--- src/rtl/rx_sfd_pkg.sv ---
package rx_sfd_pkg;
  typedef enum logic {
    ST_HUNT   = 1'b0,
    ST_ACCEPT = 1'b1
  } rx_state_e;
endpackage

--- src/rtl/rx_edge_sync.sv ---
module rx_edge_sync #(
  parameter int SYNC_STAGES = 2
) (
  input  logic clk,
  input  logic rst_n,
  input  logic rx_clk_in,
  input  logic rx_data_in,
  output logic bit_stb,
  output logic bit_val
);
  logic [SYNC_STAGES:0]   clk_q;
  logic [SYNC_STAGES-1:0] dat_q;

  always_ff @(posedge clk or negedge rst_n) begin
    if (!rst_n) begin
      clk_q <= '0;
      dat_q <= '0;
    end else begin
      clk_q <= {clk_q[SYNC_STAGES-1:0], rx_clk_in};
      dat_q <= {dat_q[SYNC_STAGES-2:0], rx_data_in};
    end
  end

  // data taps the same age as the clock tap that shows the edge
  assign bit_stb = clk_q[SYNC_STAGES-1] & ~clk_q[SYNC_STAGES];
  assign bit_val = dat_q[SYNC_STAGES-1];
endmodule

--- src/rtl/rx_frame_fsm.sv ---
module rx_frame_fsm
  import rx_sfd_pkg::*;
#(
  parameter int          WORD_W  = 16,
  parameter logic [15:0] UWORD   = 16'hF3A0,
  parameter int          BYTE_W  = 8
) (
  input  logic              clk,
  input  logic              rst_n,
  input  logic              armed,
  input  logic              frame_end,
  input  logic              bit_stb,
  input  logic              bit_val,
  output logic              push,
  output logic [BYTE_W-1:0] push_data,
  output logic              in_frame
);
  localparam int CNT_W = $clog2(BYTE_W);
  localparam logic [CNT_W-1:0] LAST_BIT = CNT_W'(BYTE_W - 1);

  rx_state_e         state;
  logic [WORD_W-1:0] hunt_sr;
  logic [WORD_W-1:0] hunt_nxt;
  logic [BYTE_W-1:0] byte_sr;
  logic [BYTE_W-1:0] byte_nxt;
  logic [CNT_W-1:0]  bit_cnt;
  logic              live;

  assign live     = armed && !frame_end;
  assign hunt_nxt = {bit_val, hunt_sr[WORD_W-1:1]};
  assign byte_nxt = {bit_val, byte_sr[BYTE_W-1:1]};

  always_ff @(posedge clk or negedge rst_n) begin
    if (!rst_n) begin
      state   <= ST_HUNT;
      hunt_sr <= '0;
      byte_sr <= '0;
      bit_cnt <= '0;
    end else if (!live) begin
      state   <= ST_HUNT;
      hunt_sr <= '0;
      bit_cnt <= '0;
    end else if (bit_stb) begin
      case (state)
        ST_HUNT: begin
          hunt_sr <= hunt_nxt;
          if (hunt_nxt == UWORD[WORD_W-1:0]) begin
            state   <= ST_ACCEPT;
            bit_cnt <= '0;
          end
        end
        default: begin
          byte_sr <= byte_nxt;
          bit_cnt <= bit_cnt + 1'b1;
        end
      endcase
    end
  end

  assign push      = live && bit_stb && (state == ST_ACCEPT) && (bit_cnt == LAST_BIT);
  assign push_data = byte_nxt;
  assign in_frame  = (state == ST_ACCEPT);
endmodule

--- src/rtl/rx_byte_fifo.sv ---
module rx_byte_fifo #(
  parameter int DATA_W = 8,
  parameter int DEPTH  = 16
) (
  input  logic              clk,
  input  logic              rst_n,
  input  logic              wr_en,
  input  logic [DATA_W-1:0] wr_data,
  output logic [DATA_W-1:0] rd_data,
  output logic              rd_valid,
  input  logic              rd_ready,
  output logic              ovf_flag
);
  localparam int AW = $clog2(DEPTH);

  logic [DATA_W-1:0] mem [DEPTH];
  logic [AW:0]       wr_ptr, rd_ptr;
  logic              full, empty, do_wr, do_rd;

  assign empty = (wr_ptr == rd_ptr);
  assign full  = (wr_ptr[AW] != rd_ptr[AW]) && (wr_ptr[AW-1:0] == rd_ptr[AW-1:0]);
  assign do_wr = wr_en && !full;
  assign do_rd = rd_ready && !empty;

  always_ff @(posedge clk) begin
    if (do_wr) mem[wr_ptr[AW-1:0]] <= wr_data;
  end

  always_ff @(posedge clk or negedge rst_n) begin
    if (!rst_n) begin
      wr_ptr   <= '0;
      rd_ptr   <= '0;
      ovf_flag <= 1'b0;
    end else begin
      if (do_wr) wr_ptr <= wr_ptr + 1'b1;
      if (do_rd) rd_ptr <= rd_ptr + 1'b1;
      if (wr_en && full) ovf_flag <= 1'b1;
    end
  end

  assign rd_valid = !empty;
  assign rd_data  = mem[rd_ptr[AW-1:0]];
endmodule

--- src/rtl/rx_sfd_capture.sv ---
module rx_sfd_capture #(
  parameter int          SYNC_STAGES = 2,
  parameter int          WORD_W      = 16,
  parameter logic [15:0] UWORD       = 16'hF3A0,
  parameter int          BYTE_W      = 8,
  parameter int          FIFO_DEPTH  = 16
) (
  input  logic              clk,
  input  logic              rst_n,
  input  logic              rx_en,
  input  logic              tx_busy,
  input  logic              pwr_awake,
  input  logic              frame_end,
  input  logic              rx_clk_in,
  input  logic              rx_data_in,
  output logic [BYTE_W-1:0] rd_data,
  output logic              rd_valid,
  input  logic              rd_ready,
  output logic              in_frame,
  output logic              ovf_flag
);
  logic              bit_stb, bit_val, armed, push;
  logic [BYTE_W-1:0] push_data;

  assign armed = rx_en && !tx_busy && pwr_awake;

  rx_edge_sync #(.SYNC_STAGES(SYNC_STAGES)) u_edge (
    .clk(clk), .rst_n(rst_n), .rx_clk_in(rx_clk_in), .rx_data_in(rx_data_in),
    .bit_stb(bit_stb), .bit_val(bit_val)
  );

  rx_frame_fsm #(.WORD_W(WORD_W), .UWORD(UWORD), .BYTE_W(BYTE_W)) u_fsm (
    .clk(clk), .rst_n(rst_n), .armed(armed), .frame_end(frame_end),
    .bit_stb(bit_stb), .bit_val(bit_val),
    .push(push), .push_data(push_data), .in_frame(in_frame)
  );

  rx_byte_fifo #(.DATA_W(BYTE_W), .DEPTH(FIFO_DEPTH)) u_fifo (
    .clk(clk), .rst_n(rst_n), .wr_en(push), .wr_data(push_data),
    .rd_data(rd_data), .rd_valid(rd_valid), .rd_ready(rd_ready), .ovf_flag(ovf_flag)
  );
endmodule

--- config.mk ---
export PLATFORM = sky130hd
export DESIGN_NAME = rx_sfd_capture
export DESIGN_NICKNAME = d
export VERILOG_FILES = /design/src/rtl/rx_sfd_pkg.sv /design/src/rtl/rx_edge_sync.sv /design/src/rtl/rx_frame_fsm.sv /design/src/rtl/rx_byte_fifo.sv /design/src/rtl/rx_sfd_capture.sv
export SDC_FILE = /design/constraint.sdc
export NUM_CORES = 1
export LEC_CHECK = 0
export ABC_CLOCK_PERIOD_IN_PS = 2600
export CORE_MARGIN = 4
export CORE_UTILIZATION = 35
export CTS_CLUSTER_DIAMETER = 30
export DETAILED_ROUTE_END_ITERATION = 6
export PLACE_DENSITY = 0.54
export SYNTH_ARGS = -nofsm -noshare
export SYNTH_HDL_FRONTEND = slang
export SYNTH_HIERARCHICAL = 1
export SYNTH_SLANG_ARGS = --single-unit
--- constraint.sdc ---
create_clock -name clk -period 2.6 [get_ports clk]
set_input_delay 0.52 -clock clk [delete_from_list [all_inputs] [get_ports clk]]
set_output_delay 0.52 -clock clk [all_outputs]
set_load 0.005 [all_outputs]
Word-level counts from Yosys, hierarchy flattened --
Memories as Yosys holds them, arrays and structs flattened. Cells that the tools add are included. W data, S select, Z words.
Storage, ports and cells: register bits after elaboration 44, latch bits 0, memory bits (writable) 128, memory bits (read-only) 0, bits of input ports 9, output and inout port bits 11, word-level logic and storage cells 53, memories kept 1
Memory list:
- u_fifo.mem | depth 16, width 8, read ports 1, clocked after memory_dff 0, wr ports 1, RTL line rx_byte_fifo.sv:16 | logic [DATA_W-1:0] mem [DEPTH];
Cells by class: $add $sub $neg 3, multiply operators 0, divide/modulo/power cells 0, $lt $le $gt $ge 0, equal/unequal tests 8, shift-type cells 0, mux-type cells 13, bitwise logic cells 2, reduce and logical (&&, ||, !) cells 17
Operator list (count):
- $mux W16 | 3
- $eq A16 B16 Y1 const B | 1
- $mux W3 | 4
- $add A5 B1 Y5 const B | 2
- $logic_and A1 B1 Y1 | 10
- $mux W1 | 6
- $eq A5 B5 Y1 | 1
- $eq A4 B4 Y1 | 1
- $logic_not A1 Y1 | 4
- $reduce_and A2 Y1 | 2
- $add A3 B1 Y3 const B | 1
- $eq A3 B3 Y1 const B | 1
- $ne A3 B2 Y1 const B | 1
- $reduce_and A3 Y1 | 1
- $ne A2 B1 Y1 const B | 1
- $ne A2 B2 Y1 const B | 1
- $and A1 B1 Y1 | 1
- $ne A1 B1 Y1 | 1
- $not A1 Y1 | 1

Logic depth before layout (Yosys ltp) --
Gate-level depths: netlist (run 1).
word-level depth 10, gate-level depth with buffers 8, depth with buffers taken out 8

Cells and area by module --
The synthesis (run 1) kept the hierarchy.
Modules (own cells, without submodules):
- rx_byte_fifo | times used 1, cells an instance 280, area an instance 5652.9 um^2, seq. area each 4119.0 um^2
- rx_frame_fsm | times used 1, cells an instance 83, area an instance 1123.6 um^2, seq. area each 650.6 um^2
- rx_edge_sync | times used 1, cells an instance 6, area an instance 138.9 um^2, seq. area each 125.1 um^2
- rx_sfd_capture | times used 1, cells an instance 1, area an instance 8.8 um^2, seq. area each 0.0 um^2

Least setup slack after synthesis (run 1) --
No wires, ideal clock.
path kind input to register, start point input port tx_busy, end point memory u_fifo.mem[3][0], enable pin, setup time 0.383 ns, data arrival time 2.515 ns, required time 2.217 ns, slack -0.298 ns, stages on the path 7, path buffers 0, cell sequence and3b_1 > and2b_4 > nand3_1 > nor2_1 > nand2_1 > o21bai_2 > nor3_1
On the way: longest elaborated chain between the ends 10
RTL lines:
- from (decl) | RTL line rx_sfd_capture.sv:11 | input logic tx_busy,
- $logic_not A1 Y1 | RTL line rx_sfd_capture.sv:25 | assign armed = rx_en && !tx_busy && pwr_awake;
- $logic_and A1 B1 Y1 (2 in a row) | RTL line rx_sfd_capture.sv:25
- $logic_and A1 B1 Y1 | RTL line rx_frame_fsm.sv:29 | assign live = armed && !frame_end;
- $logic_and A1 B1 Y1 (3 in a row) | RTL line rx_frame_fsm.sv:60 | assign push = live && bit_stb && (state == ST_ACCEPT) && (bit_cnt == LAST_BIT);
- named net push | RTL line rx_sfd_capture.sv:22 | logic bit_stb, bit_val, armed, push;
- $logic_and A1 B1 Y1 | RTL line rx_byte_fifo.sv:22 | assign do_wr = wr_en && !full;
- $mux W1 | RTL line rx_byte_fifo.sv:26 | if (do_wr) mem[wr_ptr[AW-1:0]] <= wr_data;
- $mux W1 (implied by the code) | RTL line rx_byte_fifo.sv:26
- to (decl) | RTL line rx_byte_fifo.sv:16
The timed path passes the listed nets, and every way through them passes these cells.

Final worst setup path (run 1) --
start point register u_fifo.rd_ptr[1], end point output port rd_data[5]
On the way: longest elaborated chain between the ends 1
RTL lines:
- from (decl) | RTL line rx_byte_fifo.sv:17 | logic [AW:0] wr_ptr, rd_ptr;
- from (signal assigned) | RTL line rx_byte_fifo.sv:36 | if (do_rd) rd_ptr <= rd_ptr + 1'b1;
- $mem_v2 Z16 W8
- to (decl) | RTL line rx_sfd_capture.sv:16 | output logic [BYTE_W-1:0] rd_data,
No other way between the ends.

==> flow_summary.toml, run 1 <==
[run_status]
outcome = "finished, violations left"
violations = "negative setup slack"

[sta]
finClkSkew_ns = 0.0117
fin_crit_sh_pct = 101
worstMarginPinSlew_ns = 1.09
period_minus_slack_ns = 2.63
worst_slack_ns = -0.0337
fin_setup_tns_ns = -0.0649
drv_slew = 0
hold_viol = 0
slew_headroom_pct = 27.7
rsz0062_at_grt = "yes"
fmax_ghz = 0.380
setup_viol = 5

[grt]
grtUsageMet2_pct = 22.8
grt_overflow_total = 0
grt_use_met1_pct = 19.1
use_met3_pct = 3.53
first_global_vias = 3774
grt_max_degree = 43
antenna_found_initial = 0
grt_pass1_wl_microns = 22900
busiest_layer = "met2"
grtUsageTotal_pct = 14.1

[setup_path]
critPathLaunchType = "flip-flop"
required_ns = 2.08
cp.arrival_ns = 2.11
reg2regPathDepth = 10
endpoint_kind = "primary output"
path_max_fanout = 4
worstSetupPathType = "flip-flop to primary output"
crit_chain = "buf_12 > buf_12 > buf_6 > mux4_2 > a22oi_2 > nand2_1 > buf_2"
cp_slowest_cell = "mux4_2"
ff2ff_setup_slack_ns = 0.26
max_stage_delay_ns = 0.50
cpMostUsedCell = "buf_12"

[logic_synthesis]
synthTopCellsByCount = "128 x edfxtp_1, 42 x dfrtp_1, 18 x mux4_2"
synth_seq_cells = 170
syn_avg_cell_area_sq_um = 18.7
synth_ff_type = "edfxtp_1"
yosysSeqAreaShare_pct = 70.7
ys_async_sr_fraction_pct = 24.7
synth_nets = 386
synth_cell_types = 51
yosys_warnings = 6
synth_top_area_share_pct = 55.5
yosysMostFrequentCell = "edfxtp_1"
yosys-top-cells-area = "edfxtp_1 56%, dfrtp_1 15%, mux4_2 5.9%, mux4_1 5.3%, a22oi_1 1.7%"
synthCells = 370
yosysTopAreaCell = "edfxtp_1"
synth_edf_count = 128
netlist_area_sq_mm = 0.00692

[clocking]
cts_htree_levels = 4
clk_pin_slew_ns = 0.06
cts_sinks = 170
clockBufferDepth = 2
cts_buffers = 17
tritoncts = "built"
root_buffer = "clkbuf_16"
cts.hold.buffers_added = 0
insertion_delay_ns = 0.43

[routing]
ant_nets = 0
dr.pass1.iters = 4
wl_microns = 14400
vias = 3619
via_per_inst = 5.07
drcViolationCount = 0
routedWlPerCell_microns = 20.2
drtIter0Drc = 215

[placement]
gp_congestion = 0.704
portBuffers = 19
dp_hpwl_microns = 8840
place_area_sq_mm = 0.00764
dp_worst_setup_slack_ns = -0.128

[floorplanning]
fp.dieW_microns = 149
start_util_pct = 35.6
ios = 20
row_count = 51
die-height_microns = 149
die-area_sq_mm = 0.0221
coreArea_sq_mm = 0.0195

[cells_and_area]
fillers = 1689
drive_gt1_share_pct = 35.4
n_antenna_cell = 0
layout.nets = 452
final_area_sq_mm = 0.00842
area_growth_pct = 21.6

[pwr]
p_per_area_mw_per_mm2 = 643
vdd_ir_drop_max_mv = 0.517
total_leakage_power_nw = 3.24

[run]
timing.max_cap.violations = 0

[worst_hold_path]
hold_path_class = "input port to async pin"
## worst max-delay path, delay by kind of cell (launching register included)
family	cells	cell delay (ns)
mux	1	0.50
buf+inv	4	0.47
compound gates	1	0.22
simple gates	1	0.07
flops	1	0.43
## where the power goes
group	total (mW)	internal (mW)	switching [mW]
Clock	2.45	1.48	0.968
Combinational	0.0579	0.0231	0.0349
Sequential	2.90	2.90	0.00370
Total	5.41	4.40	1.01
## layout by cell type, fill, tap and decap left out, types with 3 or more instances in the layout
| master | netlist | layout |
|---|---|---|
| edfxtp_1 | 128 | 128 |
| nor4_2 | 0 | 3 |
| mux4_1 | 14 | 5 |
| buf_12 | 1 | 7 |
| clkinv_2 | 0 | 3 |
| dfrtp_1 | 42 | 41 |
| buf_6 | 5 | 6 |
| a21oi_1 | 4 | 4 |
| xnor2_1 | 11 | 10 |
| ha_1 | 7 | 7 |
| a22o_1 | 13 | 13 |
| nand3_1 | 3 | 3 |
| inv_1 | 4 | 4 |
| buf_4 | 2 | 35 |
| clkbuf_1 | 7 | 4 |
| nor3_1 | 11 | 5 |
| nand2b_1 | 5 | 5 |
| mux4_2 | 18 | 27 |
| clkbuf_16 | 0 | 17 |
| a22oi_1 | 16 | 6 |
| buf_2 | 4 | 10 |
| nor3_2 | 0 | 5 |
| mux2_2 | 10 | 10 |
| clkdlybuf4s50_1 | 0 | 9 |
| nand2_1 | 17 | 17 |
| nor2_1 | 6 | 5 |
| a22oi_2 | 0 | 10 |
| clkbuf_8 | 0 | 3 |
## cell type report
class / count / area [sq um] / share of cell area, %
clock buffers: 24 / 482 / 5.72
repair buffers: 68 / 638 / 7.58
multi-input cells: 175 / 1960 / 23.3
inverters: 4 / 15.0 / 0.178
flip-flops and latches: 170 / 4900 / 58.2
clock inverters: 8 / 95.1 / 1.13
well taps: 265 / 332 / 3.94
## state kept, by name, summed over array words and instances, names as in the netlist
register,count
u_fifo/ovf_flag,1
u_fifo/rd_ptr,5
u_fsm/bit_cnt,3
u_fsm/hunt_sr,15
u_edge/clk_q,3
u_fsm/byte_sr,7
u_fifo/mem,128
u_fsm/in_frame,1
u_edge/dat_q,2
u_fifo/wr_ptr,5
## repair_timing
| action | 4_1_cts | 5_1_grt |
|---|---|---|
| cloned | 1 | 0 |
| pin swaps | 19 | 8 |
| resized for setup | 65 | 3 |
| setup buffers | 20 | 0 |
| endpoints found under the setup margin | 9 | 49 |
## through the flow
| step | hold WS, ns | total power, mW | utilization (%) | std cells |
|---|---|---|---|---|
| final | 0.158 | 5.41 | 43.2 | 714 |
| after global routing | 0.196 | 5.60 | 43.2 | 714 |
| after CTS | 0.159 | 5.48 | 43.3 | 715 |
| after detailed placement | 0.340 | 3.02 | 39.2 | 664 |
| after global placement | 0.336 | 3.02 | 39.2 | 664 |
| after floorplan | 0.224 | 2.98 | - | 370 |
## layer usage
layer | routed length [microns] | vias up | part of all wire, %
met3 | 844 | 16 | 5.9
met2 | 7080 | 85 | 49
met4 | 181 | 0 | 1.3
li1 | - | 1620 | -
met1 | 6300 | 1898 | 44
met5 | 0 | - | 0
## cell families after synthesis
logic type,count (synthesis),share of synthesized area (%)
buffers and inverters,25,2.33
muxes,43,13.0
AOI/OAI and AO/OA,49,5.71
DFF,170,70.7
adders and majority gates,7,1.26
xor gates and xnor gates,12,1.52
and+or+nand+nor,64,5.48
## final timing paths
check | from | endpoint
worst max-delay path | u_fifo/rd_ptr[1] | rd_data[5]
worst min-delay path | rst_n | u_fsm/hunt_sr[1]
worst max register to register | u_fifo/rd_ptr[1] | u_fifo/mem[15][7]
worst min register to register | u_edge/clk_q[0] | u_edge/clk_q[1]
max in group asynchronous | rst_n | u_fifo/rd_ptr[1]
min in group clk | u_edge/clk_q[0] | u_edge/clk_q[1]
No activity file was read; power rests on OpenSTA's default activity.
==> inputs of run 2 (changes only) <==
--- a/config.mk
+++ b/config.mk
@@ -11,6 +11,7 @@
 export CTS_CLUSTER_DIAMETER = 30
 export DETAILED_ROUTE_END_ITERATION = 6
 export PLACE_DENSITY = 0.54
+export SLEW_MARGIN = 20
 export SYNTH_ARGS = -nofsm -noshare
 export SYNTH_HDL_FRONTEND = slang
 export SYNTH_HIERARCHICAL = 1
==> run 2 against run 1 <==
Net effect:
- the flow still finishes with violations (negative setup slack)
- clock-buffer cell count is the same
- die area unchanged
- maximum frequency about the same
- sequential share of layout area is essentially flat
- via count down 0.25%
- combinational power about the same
- sequential cell count stayed put
- final cell count unchanged
- sequential power about the same
- power is essentially flat
- critical path depth did not move
- worst hold slack improved by 0.0027 ns
- critical endpoint unchanged
==> flow_summary.toml, run 2 (synthesis results as in run 1) <==
[placement]
dp_hpwl_microns = 8840
dp_cells = 664
portBuffers = 19
gp_congestion = 0.704
dp_worst_setup_slack_ns = -0.128

[sta]
drv_slew = 0
setup_viol = 5
hold_viol = 0
fmax_ghz = 0.380
finClkSkew_ns = 0.0118
slew_headroom_pct = 52.1
rsz0062_at_grt = "yes"
worstMarginPinSlew_ns = 0.718
period_minus_slack_ns = 2.63
fin_crit_sh_pct = 101
worst_slack_ns = -0.0321

[cells_and_area]
drive_gt1_share_pct = 35.6
n_antenna_cell = 0
area_growth_pct = 21.6
final_common_cell = "edfxtp_1"
largest_register_ffs = 128
layout.nets = 452
postLayoutCoreUtil_pct = 43.3
final_cells = 714
layout_common_cells = "128 x edfxtp_1, 41 x dfrtp_1, 35 x buf_4"

[setup_path]
ff2ff_setup_slack_ns = 0.26
reg2regPathDepth = 10
required_ns = 2.08
cp.arrival_ns = 2.11
startpoint = "u_fifo/rd_ptr[1]"
critPathLaunchType = "flip-flop"
r2r-end = "u_fifo/mem[15][7]"
path_max_fanout = 4
r2r_start = "u_fifo/rd_ptr[1]"
worstSetupPathType = "flip-flop to primary output"
crit_end = "rd_data[5]"
endpoint_kind = "primary output"

[pwr]
pwr-share-clk_pct = 45.3
p_per_area_mw_per_mm2 = 643
switching_share_pct = 18.6
pwr-share-seq_pct = 53.6
power_frac_comb_pct = 1.1
vdd_ir_drop_max_mv = 0.513
p_int_mw = 4.40
p_switching_mw = 1.01
total_leakage_power_nw = 3.24

[clocking]
clockBufferDepth = 2
cts.hold.buffers_added = 0
cts_htree_levels = 4
clk_pin_slew_ns = 0.06
root_buffer = "clkbuf_16"
tritoncts = "built"
insertion_delay_ns = 0.42
cts_sinks = 170
cts_buffers = 17

[grt]
grt_overflow_total = 0
grt_pass1_wl_microns = 22900
grt_max_degree = 43
antenna_found_initial = 0
grtUsageTotal_pct = 14.1
first_global_vias = 3774

[floorplanning]
fp.dieW_microns = 149
die-height_microns = 149
die-area_sq_mm = 0.0221
coreArea_sq_mm = 0.0195
row_count = 51
ios = 20
start_util_pct = 35.6

[run_status]
outcome = "finished, violations left"
violations = "negative setup slack"

[run]
timing.max_cap.violations = 0

[routing]
via_per_inst = 5.06
drcViolationCount = 0
vias = 3610
routedWlPerCell_microns = 20.2
ant_nets = 0
drtIter0Drc = 217
dr.pass1.iters = 4
wl_microns = 14500

[worst_hold_path]
hold_path_class = "input port to async pin"
==> run 2: through the flow <==
| stage | hold slack, ns | instance area [sq um] | power, mW | TNS, ns |
|---|---|---|---|---|
| 3_5_place_dp | 0.340 | 7640 | 3.02 | -7.61 |
| 6_report | 0.160 | 8420 | 5.41 | -0.0658 |
| 2_1_floorplan | 0.224 | 6980 | 2.98 | -3.98 |
| 4_1_cts | 0.159 | 8430 | 5.48 | -0.506 |
| 5_1_grt | 0.196 | 8420 | 5.60 | -0.932 |
| 3_3_place_gp | 0.336 | 7640 | 3.02 | -4.48 |
==> run 2: timing repair <==
item | in CTS | in global routing
resized for setup | 65 | 3
pin swaps | 19 | 8
gates cloned | 1 | 0
endpoints found under the hold margin | 0 | 0
endpoints found under the setup margin | 9 | 49
setup buffers | 20 | 0
==> run 2: area by class of cell <==
class	count	area, sq um
fillers	1691	11000
flip-flops and latches	170	4900
multi-input cells	175	1960
repair buffers	68	638
clock buffers	24	482
well taps	265	332
clock inverters	8	95.1
inverters	4	15.0
==> run 2: worst max-delay path: stages, from the launching register on <==
cell     delay (ns)
dfrtp_2        0.43
buf_12         0.13
buf_12         0.11
buf_6          0.10
mux4_2         0.50
a22oi_2        0.22
nand2_1        0.07
buf_2          0.13
==> run 2: worst min-delay path by stage <==
stage                                   to       startpoint  cells past startpoint  slack (ns)
final                     u_fsm/hunt_sr[1]            rst_n                      2        0.16
after global routing      u_fsm/byte_sr[7]            rst_n                      2        0.20
after CTS                 u_fsm/byte_sr[7]            rst_n                      2        0.16
after detailed placement   u_edge/clk_q[1]  u_edge/clk_q[0]                      0        0.34
after global placement     u_edge/dat_q[1]  u_edge/dat_q[0]                      0        0.34
after floorplan            u_edge/clk_q[0]            rst_n                      0        0.22
==> run 2: power by group through the flow <==
| stage | Sequential [mW] | Combinational [mW] | Clock (mW) |
|---|---|---|---|
| final | 2.90 | 0.0581 | 2.45 |
| after global routing | 2.90 | 0.0657 | 2.63 |
| after CTS | 2.90 | 0.0596 | 2.52 |
| after detailed placement | 2.96 | 0.0589 | 0 |
| after global placement | 2.96 | 0.0586 | 0 |
| after floorplan | 2.96 | 0.0220 | 0 |
==> run 2: per-layer routing <==
metal | GRT usage [%] | wire [microns] | vias to the layer above | part of all wire, %
li1 | - | - | 1619 | -
met5 | 0 | 0 | - | 0
met3 | 3.53 | 838 | 16 | 5.8
met2 | 22.8 | 7080 | 81 | 49
met1 | 19.1 | 6360 | 1894 | 44
met4 | 4.16 | 181 | 0 | 1.3
